--- config.mk ---
export PLATFORM = sky130hd
export DESIGN_NAME = fpx_trap_gate
export DESIGN_NICKNAME = d
export VERILOG_FILES = /design/src/rtl/fpx_pkg.sv /design/src/rtl/fpx_undef_detect.sv /design/src/rtl/fpx_mask_select.sv /design/src/rtl/fpx_trap_hold.sv /design/src/rtl/fpx_trap_gate.sv
export SDC_FILE = /design/constraint.sdc
export NUM_CORES = 1
export LEC_CHECK = 0
export ABC_AREA = 1
export BUFFER_PORTS_ARGS = -buffer_cell sky130_fd_sc_hd__buf_2
export CORE_MARGIN = 3
export CORE_UTILIZATION = 37
export CTS_CLUSTER_SIZE = 16
export DETAILED_ROUTE_END_ITERATION = 8
export GPL_ROUTABILITY_DRIVEN = 0
export PLACE_DENSITY = 0.74
export SLEW_MARGIN = 5
export SYNTH_ARGS = -nofsm -noshare
export SYNTH_HDL_FRONTEND = slang
export SYNTH_SLANG_ARGS = --single-unit
--- constraint.sdc ---
create_clock -name clk -period 1.2 [get_ports clk]
set_input_delay 0.18 -clock clk [delete_from_list [all_inputs] [get_ports clk]]
set_output_delay 0.18 -clock clk [all_outputs]
set_load 0.03 [all_outputs]
--- src/rtl/fpx_pkg.sv ---
package fpx_pkg;
  localparam int CODE_W = 4;
  localparam int IDX_W  = CODE_W - 1;
  localparam int MASK_N = 4;
  localparam int MASK_LO = 3;

  localparam logic [CODE_W-1:0] CODE_ILLEGAL = 4'd2;
  localparam logic [CODE_W-1:0] CODE_DIVZ    = 4'd4;
  localparam logic [CODE_W-1:0] CODE_ICVT    = 4'd6;
  localparam logic [CODE_W-1:0] CODE_OVF     = 4'd8;
  localparam logic [CODE_W-1:0] CODE_UNF     = 4'd10;
  localparam logic [CODE_W-1:0] CODE_UNDEF   = 4'd12;

  function automatic logic [IDX_W-1:0] fx_index(input logic [CODE_W-1:0] c);
    return c[CODE_W-1:1];
  endfunction

  function automatic logic fx_cancels(input logic [CODE_W-1:0] c, input logic masked);
    return (c == CODE_ILLEGAL) || (c == CODE_DIVZ) || ((c == CODE_UNDEF) && !masked);
  endfunction
endpackage

--- src/rtl/fpx_undef_detect.sv ---
module fpx_undef_detect
  import fpx_pkg::*;
#(
  parameter int EXP_W = 8
) (
  input  logic              clk,
  input  logic              rst_n,
  input  logic              exc_valid,
  input  logic [CODE_W-1:0] exc_code,
  input  logic              opnd_valid,
  input  logic              opnd_sign,
  input  logic [EXP_W-1:0]  opnd_exp,
  output logic              ev_valid,
  output logic [CODE_W-1:0] ev_code
);
  logic undef_hit;

  assign undef_hit = opnd_valid && opnd_sign && (opnd_exp == '0);
  assign ev_valid  = exc_valid || undef_hit;
  assign ev_code   = exc_valid ? exc_code : CODE_UNDEF;

  assert_undef_event_R7: assert property (@(posedge clk) disable iff (!rst_n)
    (opnd_valid && opnd_sign && (opnd_exp == '0)) |-> ev_valid);
endmodule

--- src/rtl/fpx_mask_select.sv ---
module fpx_mask_select
  import fpx_pkg::*;
(
  input  logic              clk,
  input  logic              rst_n,
  input  logic              ev_valid,
  input  logic [CODE_W-1:0] ev_code,
  input  logic [MASK_N-1:0] en_mask,
  output logic              masked,
  output logic              fire,
  output logic              nop_insn
);
  logic [IDX_W-1:0]  idx;
  logic [MASK_N-1:0] sel;

  assign idx = fx_index(ev_code);

  for (genvar i = 0; i < MASK_N; i++) begin : g_sel
    assign sel[i] = (idx == IDX_W'(MASK_LO + i));
  end

  assign masked   = ev_valid && |(sel & ~en_mask);
  assign fire     = ev_valid && !masked;
  assign nop_insn = ev_valid && fx_cancels(ev_code, masked);

  assert_sel_onehot_R1: assert property (@(posedge clk) disable iff (!rst_n)
    $onehot0(sel));
  assert_nop_needs_event_R6: assert property (@(posedge clk) disable iff (!rst_n)
    nop_insn |-> ev_valid);
endmodule

--- src/rtl/fpx_trap_hold.sv ---
module fpx_trap_hold #(
  parameter int VEC_W = 9,
  parameter int unsigned TRAP_VECTOR = 'o244
) (
  input  logic             clk,
  input  logic             rst_n,
  input  logic             set_req,
  input  logic             trap_ack,
  output logic             trap_req,
  output logic [VEC_W-1:0] trap_vec
);
  always_ff @(posedge clk) begin
    if (!rst_n)        trap_req <= 1'b0;
    else if (set_req)  trap_req <= 1'b1;
    else if (trap_ack) trap_req <= 1'b0;
  end

  assign trap_vec = trap_req ? VEC_W'(TRAP_VECTOR) : '0;

  assert_trap_set_R4: assert property (@(posedge clk) disable iff (!rst_n)
    set_req |=> trap_req);
  assert_trap_hold_R5: assert property (@(posedge clk) disable iff (!rst_n)
    (trap_req && !trap_ack) |=> trap_req);
endmodule

--- src/rtl/fpx_trap_gate.sv ---
module fpx_trap_gate
  import fpx_pkg::*;
#(
  parameter int ADDR_W = 16,
  parameter int EXP_W  = 8,
  parameter int VEC_W  = 9,
  parameter int unsigned TRAP_VECTOR = 'o244
) (
  input  logic              clk,
  input  logic              rst_n,
  input  logic              exc_valid,
  input  logic [CODE_W-1:0] exc_code,
  input  logic [ADDR_W-1:0] insn_addr,
  input  logic              opnd_valid,
  input  logic              opnd_sign,
  input  logic [EXP_W-1:0]  opnd_exp,
  input  logic [MASK_N-1:0] en_mask,
  input  logic              int_dis,
  input  logic              stat_wr,
  input  logic              stat_err_in,
  input  logic              trap_ack,
  output logic              trap_req,
  output logic [VEC_W-1:0]  trap_vec,
  output logic              nop_insn,
  output logic              err_flag,
  output logic [CODE_W-1:0] code_reg,
  output logic [ADDR_W-1:0] addr_reg
);
  logic              ev_valid;
  logic [CODE_W-1:0] ev_code;
  logic              masked;
  logic              fire;
  logic              set_trap;

  fpx_undef_detect #(.EXP_W(EXP_W)) u_detect (
    .clk(clk), .rst_n(rst_n),
    .exc_valid(exc_valid), .exc_code(exc_code),
    .opnd_valid(opnd_valid), .opnd_sign(opnd_sign), .opnd_exp(opnd_exp),
    .ev_valid(ev_valid), .ev_code(ev_code)
  );

  fpx_mask_select u_mask (
    .clk(clk), .rst_n(rst_n),
    .ev_valid(ev_valid), .ev_code(ev_code), .en_mask(en_mask),
    .masked(masked), .fire(fire), .nop_insn(nop_insn)
  );

  assign set_trap = fire && !int_dis;

  fpx_trap_hold #(.VEC_W(VEC_W), .TRAP_VECTOR(TRAP_VECTOR)) u_hold (
    .clk(clk), .rst_n(rst_n),
    .set_req(set_trap), .trap_ack(trap_ack),
    .trap_req(trap_req), .trap_vec(trap_vec)
  );

  always_ff @(posedge clk) begin
    if (!rst_n) begin
      err_flag <= 1'b0;
      code_reg <= '0;
      addr_reg <= '0;
    end else begin
      if (fire) begin
        err_flag <= 1'b1;
        code_reg <= ev_code;
        addr_reg <= insn_addr;
      end else if (stat_wr) begin
        err_flag <= stat_err_in;
      end
    end
  end

  assert_masked_quiet_R2: assert property (@(posedge clk) disable iff (!rst_n)
    (ev_valid && masked && !stat_wr) |=> ($stable(err_flag) && $stable(code_reg)));
  assert_masked_no_trap_R2: assert property (@(posedge clk) disable iff (!rst_n)
    (!trap_req && ev_valid && masked) |=> !trap_req);
  assert_err_set_R3: assert property (@(posedge clk) disable iff (!rst_n)
    fire |=> err_flag);
endmodule

==> results by group <==
Worst setup path
  – Worst path required time: between 1 and 1.5 ns
  – Startpoint type of the worst setup path: primary input
  – Signal arrival time at the worst endpoint: roughly 1.1 ns
  – Highest fanout seen on the critical path: 4
  – Critical path start-end classification: primary input to output pin
  – Category of the worst setup path capture point: output pin

GRT
  – Antenna violations before repair: 0
  – First-pass GRT wire length: 4140 um
  – Maximum number of pins on one net before global-route repair: 20
  – Sum of overflow across all layers after global routing: 0
  – Vias in the first global route: between 1000 and 1500
  – All-Layer GR Usage: between 10 and 15%

Synthesis
  – Arithmetic-cell share of the synthesized area counting full adders, half adders and majority gates: 0%
  – Xor/xnor cell area share of the yosys netlist: 0%
  – Post-synthesis simple-gate area fraction: a little over two fifths
  – Largest cells by area after synthesis: sky130_fd_sc_hd__dfxtp_1 (39%), sky130_fd_sc_hd__nor2_1 (16%), sky130_fd_sc_hd__nand3b_1 (12%)
  – Mux cell area share after synthesis: 0.8811%
  – Combinational family with the most area after synthesis: simple AND/OR/NAND/NOR gates
  – Yosys Warn Count: 0
  – FF+latch count, synth: 22
  – Average cell area after synthesis: a little over 7 sq um
  – Cell taking the most area after synthesis: sky130_fd_sc_hd__dfxtp_1
  – Part of the Yosys area used for sequential elements: 38.77%
  – Unique cell type count in the Yosys netlist: 21
  – Share of Yosys cell area claimed by the top area cell type: 38.77%
  – Cell area after technology mapping: approximately 1100 sq um
  – Post-synthesis compound-gate area fraction: under 10%
  – Cell count after synthesis: around 160

Clock tree
  – TritonCTS sink count: 22
  – Number of CTS-inserted buffers: 3
  – Clock slew at the register clock pins of the worst setup and hold paths: ~0.13 ns
  – Maximum level of the CTS H-tree: 1
  – Clock root buffer: sky130_fd_sc_hd__clkbuf_4
  – Maximum buffer depth of the clock tree: 2
  – Clock tree from TritonCTS: built
  – Worst-skew pair later-pin latency: roughly 0.31 ns

Die
  – Width of the die: between 60 and 70 um
  – Die area: approximately 3800 sq um
  – Core Rows: 19
  – # IOs: between 70 and 80
  – Vertical die dimension: between 60 and 70 um
  – Std-Cell Core Area: around 2800 sq um
  – Initial standard-cell utilization of the core: between 40% and 50%

Hold path
  – Worst hold path class: primary input to flip-flop

Timing
  – Clock tree skew after final layout: 0 ns
  – Minimum hold slack: around 0.11 ns
  – Final Critical Period: 1.228 ns
  – Ratio of final minimum period to clock period: 102.3%
  – Number of pins with negative max-slew slack in the final report: 0
  – Final Worst Setup Slack: -0.02820 ns
  – Final hold vios: 0
  – Fmax: slightly above 0.8 GHz
  – Final setup vio count: 1
  – RSZ-0062 raised after global routing: true

Cells and area
  – Most common cell after layout, fill and taps aside: sky130_fd_sc_hd__buf_2
  – Final core utilization: approximately three fifths
  – Filler cells: 289
  – Area taken by flip-flops and latches: between 400 and 500 sq um
  – Multi-input combinational cell area: roughly 630 sq um
  – Proportion of layout cells with a drive suffix above 1: 43.97%
  – Final net count: approximately 270
  – Max reg flops: 16
  – Highest-count cells in the layout ignoring fill and taps: sky130_fd_sc_hd__buf_2 (61), sky130_fd_sc_hd__nor2_1 (44), sky130_fd_sc_hd__nand2_1 (26), sky130_fd_sc_hd__dfxtp_1 (22), sky130_fd_sc_hd__nand3b_1 (18)
  – Area grow syn2layout: 47.69%
  – Antenna diode count: 0

Power
  – Power density over the cells: approximately 1200 nW/um^2
  – Post-layout power: roughly 0.0020 W
  – Static leakage: a little over 0.9 nW
  – Max IR drop VDD: about 470 uV

Placed design
  – Final HPWL from detailed placement: around 2100 um
  – Port buffer count: 66

Run
  – Max-cap violations: 0

Detailed routing
  – Routed wire length: approximately 2800 um
  – Remaining antenna violation count after routing: 0
  – Total vias in the final route: 1181
  – Detail-routed via count per cell: between 4 and 5
  – Post-DR wirelength/cell: around 11 um
  – Initial DRT Pass Iterations: 4
  – Total DRC errors in the routed layout: 0
  – Number of DRC markers in iteration 0: 80

Status
  – Run status: finished with violations
  – Failing checks: setup timing
[cells in the mapped netlist]
| master | count |
|---|---|
| sky130_fd_sc_hd__buf_4 | 10 |
| sky130_fd_sc_hd__dfxtp_1 | 22 |
| sky130_fd_sc_hd__inv_6 | 1 |
| sky130_fd_sc_hd__buf_1 | 1 |
| sky130_fd_sc_hd__mux2i_1 | 1 |
| sky130_fd_sc_hd__nand2_4 | 1 |
| sky130_fd_sc_hd__inv_1 | 7 |
| sky130_fd_sc_hd__or3_1 | 1 |
| sky130_fd_sc_hd__conb_1 | 1 |
| sky130_fd_sc_hd__nand2_2 | 1 |
| sky130_fd_sc_hd__o21ai_0 | 1 |
| sky130_fd_sc_hd__nand3_1 | 4 |
| sky130_fd_sc_hd__buf_2 | 2 |
| sky130_fd_sc_hd__clkbuf_1 | 1 |
| sky130_fd_sc_hd__a21oi_1 | 5 |
| sky130_fd_sc_hd__buf_6 | 2 |
| sky130_fd_sc_hd__nand2_1 | 31 |
| sky130_fd_sc_hd__nor2_1 | 47 |
| sky130_fd_sc_hd__nand3b_1 | 18 |
| sky130_fd_sc_hd__o21bai_4 | 1 |
| sky130_fd_sc_hd__nor2_4 | 1 |
[cells by family (layout without fill, tap and decap cells)]
group | Yosys count | after routing
multiplexers | 1 | 1
AO/OA/AOI/OAI | 7 | 7
buffers and inverters | 24 | 92
AND/OR/NAND/NOR | 104 | 104
flip-flops | 22 | 22
other | 1 | 6
[worst max-delay path, cell delays in order]
cell,delay (ns)
sky130_fd_sc_hd__buf_6,0.10
sky130_fd_sc_hd__inv_4,0.05
sky130_fd_sc_hd__nand2_4,0.05
sky130_fd_sc_hd__or3_4,0.38
sky130_fd_sc_hd__a21oi_4,0.15
sky130_fd_sc_hd__buf_6,0.14
[metal layers]
metal | track usage, % | vias to the layer above | share of wire [%]
met5 | 0 | - | 0
met1 | 16.24 | 513 | 40
met4 | 6.364 | 0 | 0.83
met2 | 27.64 | 39 | 53
li1 | - | 627 | -
met3 | 2.096 | 2 | 6.4
[stage by stage]
| stage | worst slack, ns | cell area (sq um) | instances | setup TNS [ns] |
|---|---|---|---|---|
| 6_report | -0.02820 | 1678 | 263 | -0.02820 |
| 5_1_grt | -0.05742 | 1678 | 263 | -0.05742 |
| 4_1_cts | -0.01827 | 1665 | 263 | -0.01827 |
| 3_5_place_dp | -0.1640 | 1543 | 256 | -3.243 |
| 3_3_place_gp | -0.1425 | 1543 | 256 | -2.895 |
| 2_1_floorplan | -0.08729 | 1207 | 164 | -0.08729 |
[worst paths after layout]
check / slack (ns) / to / depth (start not counted) / from
setup / recovery: -0.03 / nop_insn / 6 / exc_code[3]
hold / removal: 0.11 / u_hold.trap_req$_SDFFE_PN0P_ / 4 / trap_ack
setup reg to reg: 0.54 / u_hold.trap_req$_SDFFE_PN0P_ / 2 / u_hold.trap_req$_SDFFE_PN0P_
hold reg to reg: 0.48 / code_reg[1]$_SDFFE_PN0P_ / 2 / code_reg[1]$_SDFFE_PN0P_
[report_power, final]
group / switching, W / internal, W / leakage, nW / total, W
sequential: 0.0000286 / 0.000792 / 0.182 / 0.000821
clock: 0.000240 / 0.000337 / 0.0279 / 0.000578
combinational: 0.000370 / 0.000242 / 0.701 / 0.000612
[what timing repair did]
item	4_1_cts	5_1_grt
hold buffers	0	0
setup endpoints to repair	1	8
setup buffers	3	0
gates resized for setup	15	3
endpoints found under the hold margin	0	0
pin swaps	7	0
[layout make-up]
cell class              instances  share of cell area (%)
inverters                       8                   2.237
clock buffers                   3                   1.342
multi-input cells             118                   37.29
repair buffers                 80                   28.78
clock inverters                 1                   1.790
flip-flops and latches         22                   26.25
well taps                      31                   2.312
No activity file was read; power rests on OpenSTA's default activity.
